### src/rtl/txr_pkg.sv
package txr_pkg;

  localparam int WORD_W   = 32;
  localparam int OWN_BIT  = 31;
  localparam int STAT_LSB = 16;
  localparam int STAT_W   = 4;
  localparam int CNT_LSB  = 16;
  localparam int EN_BIT   = 0;
  localparam int CLR_BIT  = 0;
  localparam int KICK_BIT = 1;

  typedef enum logic [2:0] {
    ST_IDLE,
    ST_RD_INFO,
    ST_RD_PTR,
    ST_SEND,
    ST_WAIT,
    ST_WB
  } txrState_e;

  typedef struct packed {
    logic fetchStart;
    logic latchInfo;
    logic latchPtr;
    logic mergeStatus;
    logic advance;
    logic selPtr;
    logic timerRun;
  } txrStrobe_t;

endpackage

### src/rtl/txr_datapath.sv
module txr_datapath
  import txr_pkg::*;
#(
  parameter int ADDR_W = 32,
  parameter int IDX_W  = 8,
  parameter int LEN_W  = 11,
  parameter int TMR_W  = 16
) (
  input  logic              clk,
  input  logic              rstN,
  input  logic              regWrEn,
  input  logic [1:0]        regAddr,
  input  logic [WORD_W-1:0] regWrData,
  input  logic [WORD_W-1:0] memRData,
  input  logic [STAT_W-1:0] frmStatus,
  input  txrStrobe_t        stb,
  output logic              engEnable,
  output logic              pollDue,
  output logic              infoOwn,
  output logic [ADDR_W-1:0] memAddr,
  output logic [WORD_W-1:0] memWData,
  output logic [ADDR_W-1:0] frmAddr,
  output logic [LEN_W-1:0]  frmLen,
  output logic              txIrq
);

  localparam int OFF_W = IDX_W + 3;

  logic              enReg, prevEn, enRise;
  logic [IDX_W-1:0]  ringCount, idx, idxNext;
  logic [ADDR_W-4:0] ringBase;
  logic [TMR_W-1:0]  pollRate, timer;
  logic              kickPend, irqReg;
  logic [WORD_W-1:0] infoReg, ptrReg;
  logic [OFF_W-1:0]  descOff;
  logic              cmdWr;

  assign enRise  = enReg & ~prevEn;
  assign cmdWr   = regWrEn && (regAddr == 2'd3);
  assign idxNext = idx + IDX_W'(1);

  always_ff @(posedge clk or negedge rstN) begin
    if (!rstN) begin
      enReg     <= 1'b0;
      prevEn    <= 1'b0;
      ringCount <= '0;
      ringBase  <= '0;
      pollRate  <= '0;
    end else begin
      prevEn <= enReg;
      if (regWrEn) begin
        case (regAddr)
          2'd0: begin
            enReg     <= regWrData[EN_BIT];
            ringCount <= regWrData[CNT_LSB +: IDX_W];
          end
          2'd1: ringBase <= regWrData[ADDR_W-1:3];
          2'd2: pollRate <= regWrData[TMR_W-1:0];
          default: ;
        endcase
      end
    end
  end

  always_ff @(posedge clk or negedge rstN) begin
    if (!rstN) begin
      idx      <= '0;
      kickPend <= 1'b0;
      timer    <= '0;
      irqReg   <= 1'b0;
    end else begin
      if (enRise)
        idx <= '0;
      else if (stb.advance)
        idx <= (idxNext == ringCount) ? '0 : idxNext;

      if (enRise || (cmdWr && regWrData[KICK_BIT]))
        kickPend <= 1'b1;
      else if (stb.fetchStart)
        kickPend <= 1'b0;

      if (!stb.timerRun)
        timer <= pollRate;
      else if (timer != '0)
        timer <= timer - TMR_W'(1);

      if (stb.advance)
        irqReg <= 1'b1;
      else if (cmdWr && regWrData[CLR_BIT])
        irqReg <= 1'b0;
    end
  end

  always_ff @(posedge clk or negedge rstN) begin
    if (!rstN) begin
      infoReg <= '0;
      ptrReg  <= '0;
    end else begin
      if (stb.latchInfo)
        infoReg <= memRData;
      else if (stb.mergeStatus) begin
        infoReg[OWN_BIT]                 <= 1'b0;
        infoReg[STAT_LSB +: STAT_W]      <= frmStatus;
      end
      if (stb.latchPtr)
        ptrReg <= memRData;
    end
  end

  assign descOff   = {idx, stb.selPtr, 2'b00};
  assign memAddr   = {ringBase, 3'b000} + ADDR_W'(descOff);
  assign memWData  = infoReg;
  assign frmAddr   = ptrReg[ADDR_W-1:0];
  assign frmLen    = infoReg[LEN_W-1:0];
  assign engEnable = enReg;
  assign pollDue   = kickPend || (timer == '0);
  assign infoOwn   = memRData[OWN_BIT];
  assign txIrq     = irqReg;

endmodule

### src/rtl/txr_control.sv
module txr_control
  import txr_pkg::*;
(
  input  logic       clk,
  input  logic       rstN,
  input  logic       engEnable,
  input  logic       pollDue,
  input  logic       infoOwn,
  input  logic       memAck,
  input  logic       frmReady,
  input  logic       frmDone,
  output logic       memReq,
  output logic       memWe,
  output logic       frmValid,
  output txrStrobe_t stb
);

  txrState_e state, stateNext;

  always_ff @(posedge clk or negedge rstN) begin
    if (!rstN) state <= ST_IDLE;
    else       state <= stateNext;
  end

  always_comb begin
    stateNext = state;
    stb       = '0;
    memReq    = 1'b0;
    memWe     = 1'b0;
    frmValid  = 1'b0;
    case (state)
      ST_IDLE: begin
        stb.timerRun = 1'b1;
        if (engEnable && pollDue) begin
          stb.fetchStart = 1'b1;
          stateNext      = ST_RD_INFO;
        end
      end
      ST_RD_INFO: begin
        memReq = 1'b1;
        if (memAck) begin
          stb.latchInfo = 1'b1;
          stateNext     = infoOwn ? ST_RD_PTR : ST_IDLE;
        end
      end
      ST_RD_PTR: begin
        memReq     = 1'b1;
        stb.selPtr = 1'b1;
        if (memAck) begin
          stb.latchPtr = 1'b1;
          stateNext    = ST_SEND;
        end
      end
      ST_SEND: begin
        frmValid = 1'b1;
        if (frmReady) stateNext = ST_WAIT;
      end
      ST_WAIT: begin
        if (frmDone) begin
          stb.mergeStatus = 1'b1;
          stateNext       = ST_WB;
        end
      end
      ST_WB: begin
        memReq = 1'b1;
        memWe  = 1'b1;
        if (memAck) begin
          stb.advance = 1'b1;
          stateNext   = engEnable ? ST_RD_INFO : ST_IDLE;
        end
      end
      default: stateNext = ST_IDLE;
    endcase
  end

endmodule

### src/rtl/txring_engine.sv
module txring_engine
  import txr_pkg::*;
#(
  parameter int ADDR_W = 32,
  parameter int IDX_W  = 8,
  parameter int LEN_W  = 11,
  parameter int TMR_W  = 16
) (
  input  logic              clk,
  input  logic              rstN,
  input  logic              regWrEn,
  input  logic [1:0]        regAddr,
  input  logic [31:0]       regWrData,
  output logic              memReq,
  output logic              memWe,
  output logic [ADDR_W-1:0] memAddr,
  output logic [31:0]       memWData,
  input  logic [31:0]       memRData,
  input  logic              memAck,
  output logic              frmValid,
  output logic [ADDR_W-1:0] frmAddr,
  output logic [LEN_W-1:0]  frmLen,
  input  logic              frmReady,
  input  logic              frmDone,
  input  logic [3:0]        frmStatus,
  output logic              txIrq
);

  txrStrobe_t stb;
  logic       engEnable, pollDue, infoOwn;

  txr_datapath #(
    .ADDR_W(ADDR_W), .IDX_W(IDX_W), .LEN_W(LEN_W), .TMR_W(TMR_W)
  ) u_dp (
    .clk(clk), .rstN(rstN),
    .regWrEn(regWrEn), .regAddr(regAddr), .regWrData(regWrData),
    .memRData(memRData), .frmStatus(frmStatus), .stb(stb),
    .engEnable(engEnable), .pollDue(pollDue), .infoOwn(infoOwn),
    .memAddr(memAddr), .memWData(memWData),
    .frmAddr(frmAddr), .frmLen(frmLen), .txIrq(txIrq)
  );

  txr_control u_ctl (
    .clk(clk), .rstN(rstN),
    .engEnable(engEnable), .pollDue(pollDue), .infoOwn(infoOwn),
    .memAck(memAck), .frmReady(frmReady), .frmDone(frmDone),
    .memReq(memReq), .memWe(memWe), .frmValid(frmValid), .stb(stb)
  );

endmodule

### config.mk
export PLATFORM = sky130hd
export DESIGN_NAME = txring_engine
export DESIGN_NICKNAME = d
export VERILOG_FILES = /design/src/rtl/txr_pkg.sv /design/src/rtl/txr_datapath.sv /design/src/rtl/txr_control.sv /design/src/rtl/txring_engine.sv
export SDC_FILE = /design/constraint.sdc
export NUM_CORES = 1
export LEC_CHECK = 0
export ABC_CLOCK_PERIOD_IN_PS = 5500
export BUFFER_PORTS_ARGS = -buffer_cell sky130_fd_sc_hd__buf_2
export CAP_MARGIN = 40
export CORE_UTILIZATION = 57
export DETAILED_ROUTE_END_ITERATION = 6
export PLACE_DENSITY = 0.85
export SETUP_SLACK_MARGIN = 0.5
export SLEW_MARGIN = 30
export SYNTH_ARGS = -nofsm -noshare
export SYNTH_HDL_FRONTEND = slang
export SYNTH_SLANG_ARGS = --single-unit
export TNS_END_PERCENT = 10
### constraint.sdc
create_clock -name clk -period 5.5 [get_ports clk]
set_input_delay 0.55 -clock clk [delete_from_list [all_inputs] [get_ports clk]]
set_output_delay 0.55 -clock clk [all_outputs]
set_load 0.03 [all_outputs]
[After elaboration in Yosys (flattened, before gate mapping)]
Cells that the tools add are included.
Cells by class
  add/subtract/negate cells: 3
  $mul: 0
  divide/modulo/power cells: 0
  order comparisons: 0
  equal/unequal tests: 16
  shift-type cells: 0
  multiplexer cells: 35
  bitwise logic cells: 2
  reductions and logical operators: 19
Operators with widths (number)
  adder 32 x 11 -> 32 bit: 1
  two-way mux 16 bit: 2
  two-way mux 8 bit: 3
  two-way mux 1 bit: 20
  two-way mux 3 bit: 6
  case mux 3 bit (6 select lines): 1
  zero test 16 bit: 1
  nonzero test 16 bit: 1
  subtractor 16 x 1 -> 16 bit (second input constant): 1
  inequality test 2 bit (second input constant): 6
  adder 8 x 1 -> 8 bit (second input constant): 1
  == test 8 bit: 1
  two-way mux 4 bit: 2
  nonzero test 2 bit: 4
  == test 3 x 2 -> 1 bit (second input constant): 2
  == test 3 bit (second input constant): 2
  AND reduction 2 bit: 3
  AND reduction 6 bit: 1
  == test 2 bit (second input constant): 2
  logical AND 1 bit: 4
  == test 3 x 1 -> 1 bit (second input constant): 1
  zero test 3 bit: 1
  OR reduction 3 bit: 1
  == test 2 x 1 -> 1 bit (second input constant): 1
  6 further kinds: 7
Word-level totals
  register bits after elaboration: 148
  bits in latches: 0
  RAM bits: 0
  ROM bits: 0
  input bits: 76
  memories: 0

[Depth between registers and ports, before layout]
  depth after elaboration: 7
  gate-level depth with buffers: 8
  depth with buffers taken out: 8

[By module]
Synthesis repeated with hierarchy kept, for this count alone.
Second synthesis, totals
  cells, all modules: 594
  area total of the unflattened synthesis: 7185.6 um2
By module, submodules not included
  txr_datapath: times used 1, cells an instance 561, area an instance 6895.4 um2, seq. area each 3628.5 um2
  txr_control: times used 1, cells an instance 33, area an instance 290.3 um2, seq. area each 75.1 um2

[Least setup slack after synthesis]
OpenSTA, ideal clock, no wires.
  path kind: register to output
  start point: register u_dp.idx[0]
  end point: output memAddr[31]
  data arrival time: 2.423 ns
  required time: 4.950 ns
  setup slack: 2.527 ns
  cell stages (with the launch flop): 9
  buffers on the path: 0
  path through: dfrtp_1 > ha_1 > fa_1 > a21o_1 > a21oi_1 > nor2b_1 > o211ai_2 > nor3_1 > xor2_1
On the way
  longest elaborated chain between the ends: 1
RTL lines
  from (decl): line txr_datapath.sv:30  | logic [IDX_W-1:0] ringCount, idx, idxNext;
  from (signal assigned): line txr_datapath.sv:75  | idx <= (idxNext == ringCount) ? '0 : idxNext;
  adder 32 x 11 -> 32 bit: line txr_datapath.sv:111  | assign memAddr = {ringBase, 3'b000} + ADDR_W'(descOff);
  to (decl): line txring_engine.sv:16  | output logic [ADDR_W-1:0] memAddr,
No other way between the ends.

[Worst setup path after layout]
  start point: register u_dp.idx[0]
  end point: output memAddr[27]
The elaborated chain is that of the path after synthesis.

==> results_dict.tcl <==
set metrics [dict create \
    grt_use_total_pct 26.5 \
    cts_buffers 17 \
    clk_latency_ns 0.43 \
    overflow 0 \
    grt_max_degree 85 \
    rsz0062_at_grt "false" \
    synthCells 607 \
    grt_pass1_wl_mm 26.5 \
    synth-edff-count 0 \
    swShare_pct 42.2 \
    critPathKind "register to output pin" \
    yosys_warnings 0 \
    grt_pass1_vias 5303 \
    cp_data_required_time_ns 4.95 \
    first_iter_violations 453 \
    final_cells 965 \
    port_buffers 184 \
    fmax_mhz 283 \
    drive_gt1_share_pct 43.8 \
    clockPowerShare_pct 23.4 \
    powerDensity_nw_per_um2 563 \
    cts.sinks 148 \
    cts_max_path_buffers 2 \
    power_mw 4.95 \
    seq_area_frac_synth_pct 51.7 \
    layout_setup_ws_ns 1.97 \
    p_leak_nw 4.17 \
    syn-cell-area_um2 7170 \
    dieHeight_um 114 \
    die_w_um 114 \
    holdWs_ns 0.350 \
    outcome "finished clean" \
    initial_core_util_pct 59.2 \
    h-tree-depth 4 \
    crit_path_start_kind "register" \
    layout.nets 872 \
    ant_nets 0 \
    synth_async_sr_flop_share_pct 100 \
    drv_slew 0 \
    switchingPower_mw 2.09 \
    placed_area_um2 8140 \
    finalClockSkew_ns 0.00648 \
    worst_pin_slew_ns 0.828 \
    cts.clk_slew.worst_paths_ns 0.07 \
    power_frac_comb_pct 40.8 \
    drtPass1Iterations 5 \
    hpwl_mm 11.7 \
    critPathCaptureType "output pin" \
    p_int_mw 2.86 \
    synth_seq_cells 148 \
    viasPerCell 5.46 \
    drt_wl_total_mm 16.4 \
    max-vdd-ir-drop_mv 0.349 \
    hold_viol 0 \
    ios 187 \
    drt-wirelength-per-cell_um 17.0 \
    antenna_found_initial 0 \
    avgSynthCellArea_um2 11.8 \
    rows 40 \
    finalSetupViolCount 0 \
    design_area_um2 8790 \
    setup_tns_ns 0 \
    cap_violations 0 \
    vias 5273 \
    dp_cells 929 \
    tritoncts "yes" \
    drc 0 \
    path_max_fanout 8 \
    ys_types 58 \
    min_period_ns 3.53 \
    syn_to_final_growth_pct 22.6 \
    core-area_um2 12100 \
    postCtsSetupBuffers 0 \
    dieArea_um2 13000 \
    hold_class "primary input to register" \
    p_seq_share_pct 35.8 \
    final_util_pct 72.6 \
    preCtsSetupSlack_ns 2.41 \
    ctsHoldBuffers 0 \
    ys.flop_type "dfrtp_1" \
    cts_resized 0 \
    period_share_pct 64.3 \
    relSlewSlack_pct 44.8 \
    cts_root_buffer "clkbuf_16" \
    place_congestion 0.957 \
    diodes 0 \
    arrival_ns 2.98 \
]
-- power groups by stage --
stage / clock network, mW / logic [mW] / registers (mW)
after floorplan: 0 / 1.04 / 2.21
after global placement: 0 / 1.95 / 1.75
after detailed placement: 0 / 2.01 / 1.78
after CTS: 1.17 / 2.02 / 1.77
after global routing: 1.21 / 2.16 / 1.83
final: 1.16 / 2.02 / 1.77
-- logic make-up (layout without fill, tap and decap cells) --
kind of cell / after synthesis / count (layout) / synth area share, %
flops: 148 / 148 / 51.7
other cells: 1 / 2 / 0.0523
simple gates: 164 / 164 / 11.7
mux: 118 / 118 / 18.4
fa+ha+maj: 12 / 12 / 2.20
buf+inv: 48 / 237 / 3.53
compound gates: 67 / 67 / 6.44
xor+xnor: 49 / 49 / 5.99
-- final timing paths --
check / startpoint / end / slack, ns / depth (start not counted)
hold / removal: regWrData[31] / u_dp.ringBase[28] / 0.35 / 2
min in group asynchronous: rstN / u_dp.ringBase[28] / 0.52 / 2
setup / recovery: u_dp.idx[0] / memAddr[27] / 1.97 / 9
setup reg to reg: u_dp.timer[4] / u_dp.timer[6] / 3.26 / 6
max in group asynchronous: rstN / u_dp.pollRate[4] / 4.13 / 4
hold reg to reg: u_dp.engEnable / u_dp.prevEn / 0.43 / 0
-- cells in the final DEF, fill, tap and decap left out, drive strengths merged, types with 2 or more instances in the layout --
master,Yosys,final
and3,7,7
nand4,7,7
inv,12,23
xor2,21,21
o21a,3,3
o221ai,7,7
o31ai,3,3
conb,1,2
nor3b,2,2
or3,2,2
a21oi,10,10
and2,7,7
nor2,28,28
buf,25,192
nand2,59,59
mux2i,6,6
nor3,15,15
nand3,11,11
a21o,2,2
nand3b,3,3
o21ai,26,26
xnor2,28,28
o211ai,2,2
clkbuf,11,17
mux2,112,112
clkinvlp,0,2
dfrtp,148,148
nor2b,11,11
ha,11,11
and4,5,5
or4,3,3
-- cells in the mapped netlist (2+ instances only) --
| cell | instances | area, um^2 |
|---|---|---|
| a21o_1 | 2 | 15.0 |
| a21oi_1 | 10 | 50.1 |
| and2_1 | 7 | 43.8 |
| and3_1 | 7 | 43.8 |
| and4_1 | 5 | 43.8 |
| buf_2 | 7 | 35.0 |
| buf_4 | 17 | 128 |
| clkbuf_1 | 11 | 41.3 |
| dfrtp_1 | 148 | 3700 |
| ha_1 | 11 | 138 |
| inv_1 | 12 | 45.0 |
| mux2_2 | 112 | 1260 |
| mux2i_1 | 6 | 60.1 |
| nand2_1 | 59 | 221 |
| nand3_1 | 11 | 55.1 |
| nand3b_1 | 3 | 22.5 |
| nand4_1 | 7 | 43.8 |
| nor2_1 | 27 | 101 |
| nor2b_1 | 11 | 68.8 |
| nor3_1 | 11 | 55.1 |
| nor3_2 | 4 | 40.0 |
| nor3b_1 | 2 | 15.0 |
| o21a_1 | 3 | 22.5 |
| o21ai_0 | 18 | 90.1 |
| o21ai_1 | 6 | 30.0 |
| o21ai_2 | 2 | 17.5 |
| o221ai_1 | 7 | 61.3 |
| o31ai_1 | 2 | 15.0 |
| or3_1 | 2 | 12.5 |
| or4_4 | 2 | 22.5 |
| xnor2_1 | 28 | 245 |
| xor2_1 | 21 | 184 |
-- flip-flops by register name, summed over array words and instances, names as in the netlist --
register        cells
u_dp.ringCount      8
u_dp.frmAddr       32
u_dp.memWData      32
u_dp.prevEn         1
u_dp.idx            8
u_dp.ringBase      29
u_dp.timer         16
u_dp.kickPend       1
u_dp.engEnable      1
u_dp.pollRate      16
u_dp.txIrq          1
u_ctl.state         3
-- worst max-delay path, stage by stage, from the launching register on --
cell and delay (ns):
dfrtp_1 0.45, ha_1 0.25, fa_1 0.42, a21o_1 0.19, a21oi_1 0.22, nor2b_1 0.13
o211ai_2 0.40, nand2b_1 0.18, xnor2_1 0.11, buf_2 0.21
-- area by class of cell --
cell class / instances / area, um^2
clock inverter: 15 / 158
fill: 853 / 3320
tap: 168 / 210
timing repair buffer: 193 / 1030
clock buffer: 17 / 425
sequential: 148 / 3700
inverter: 12 / 45.0
multi-input combinational: 412 / 3210
-- layer usage --
metal,GRT usage (%),share of wire (%)
met3,5.93,3.1
met4,9.96,2.4
met2,45.3,53
met1,33.2,41
met5,0,0
Note: power is estimated with default switching activity, not from simulation.
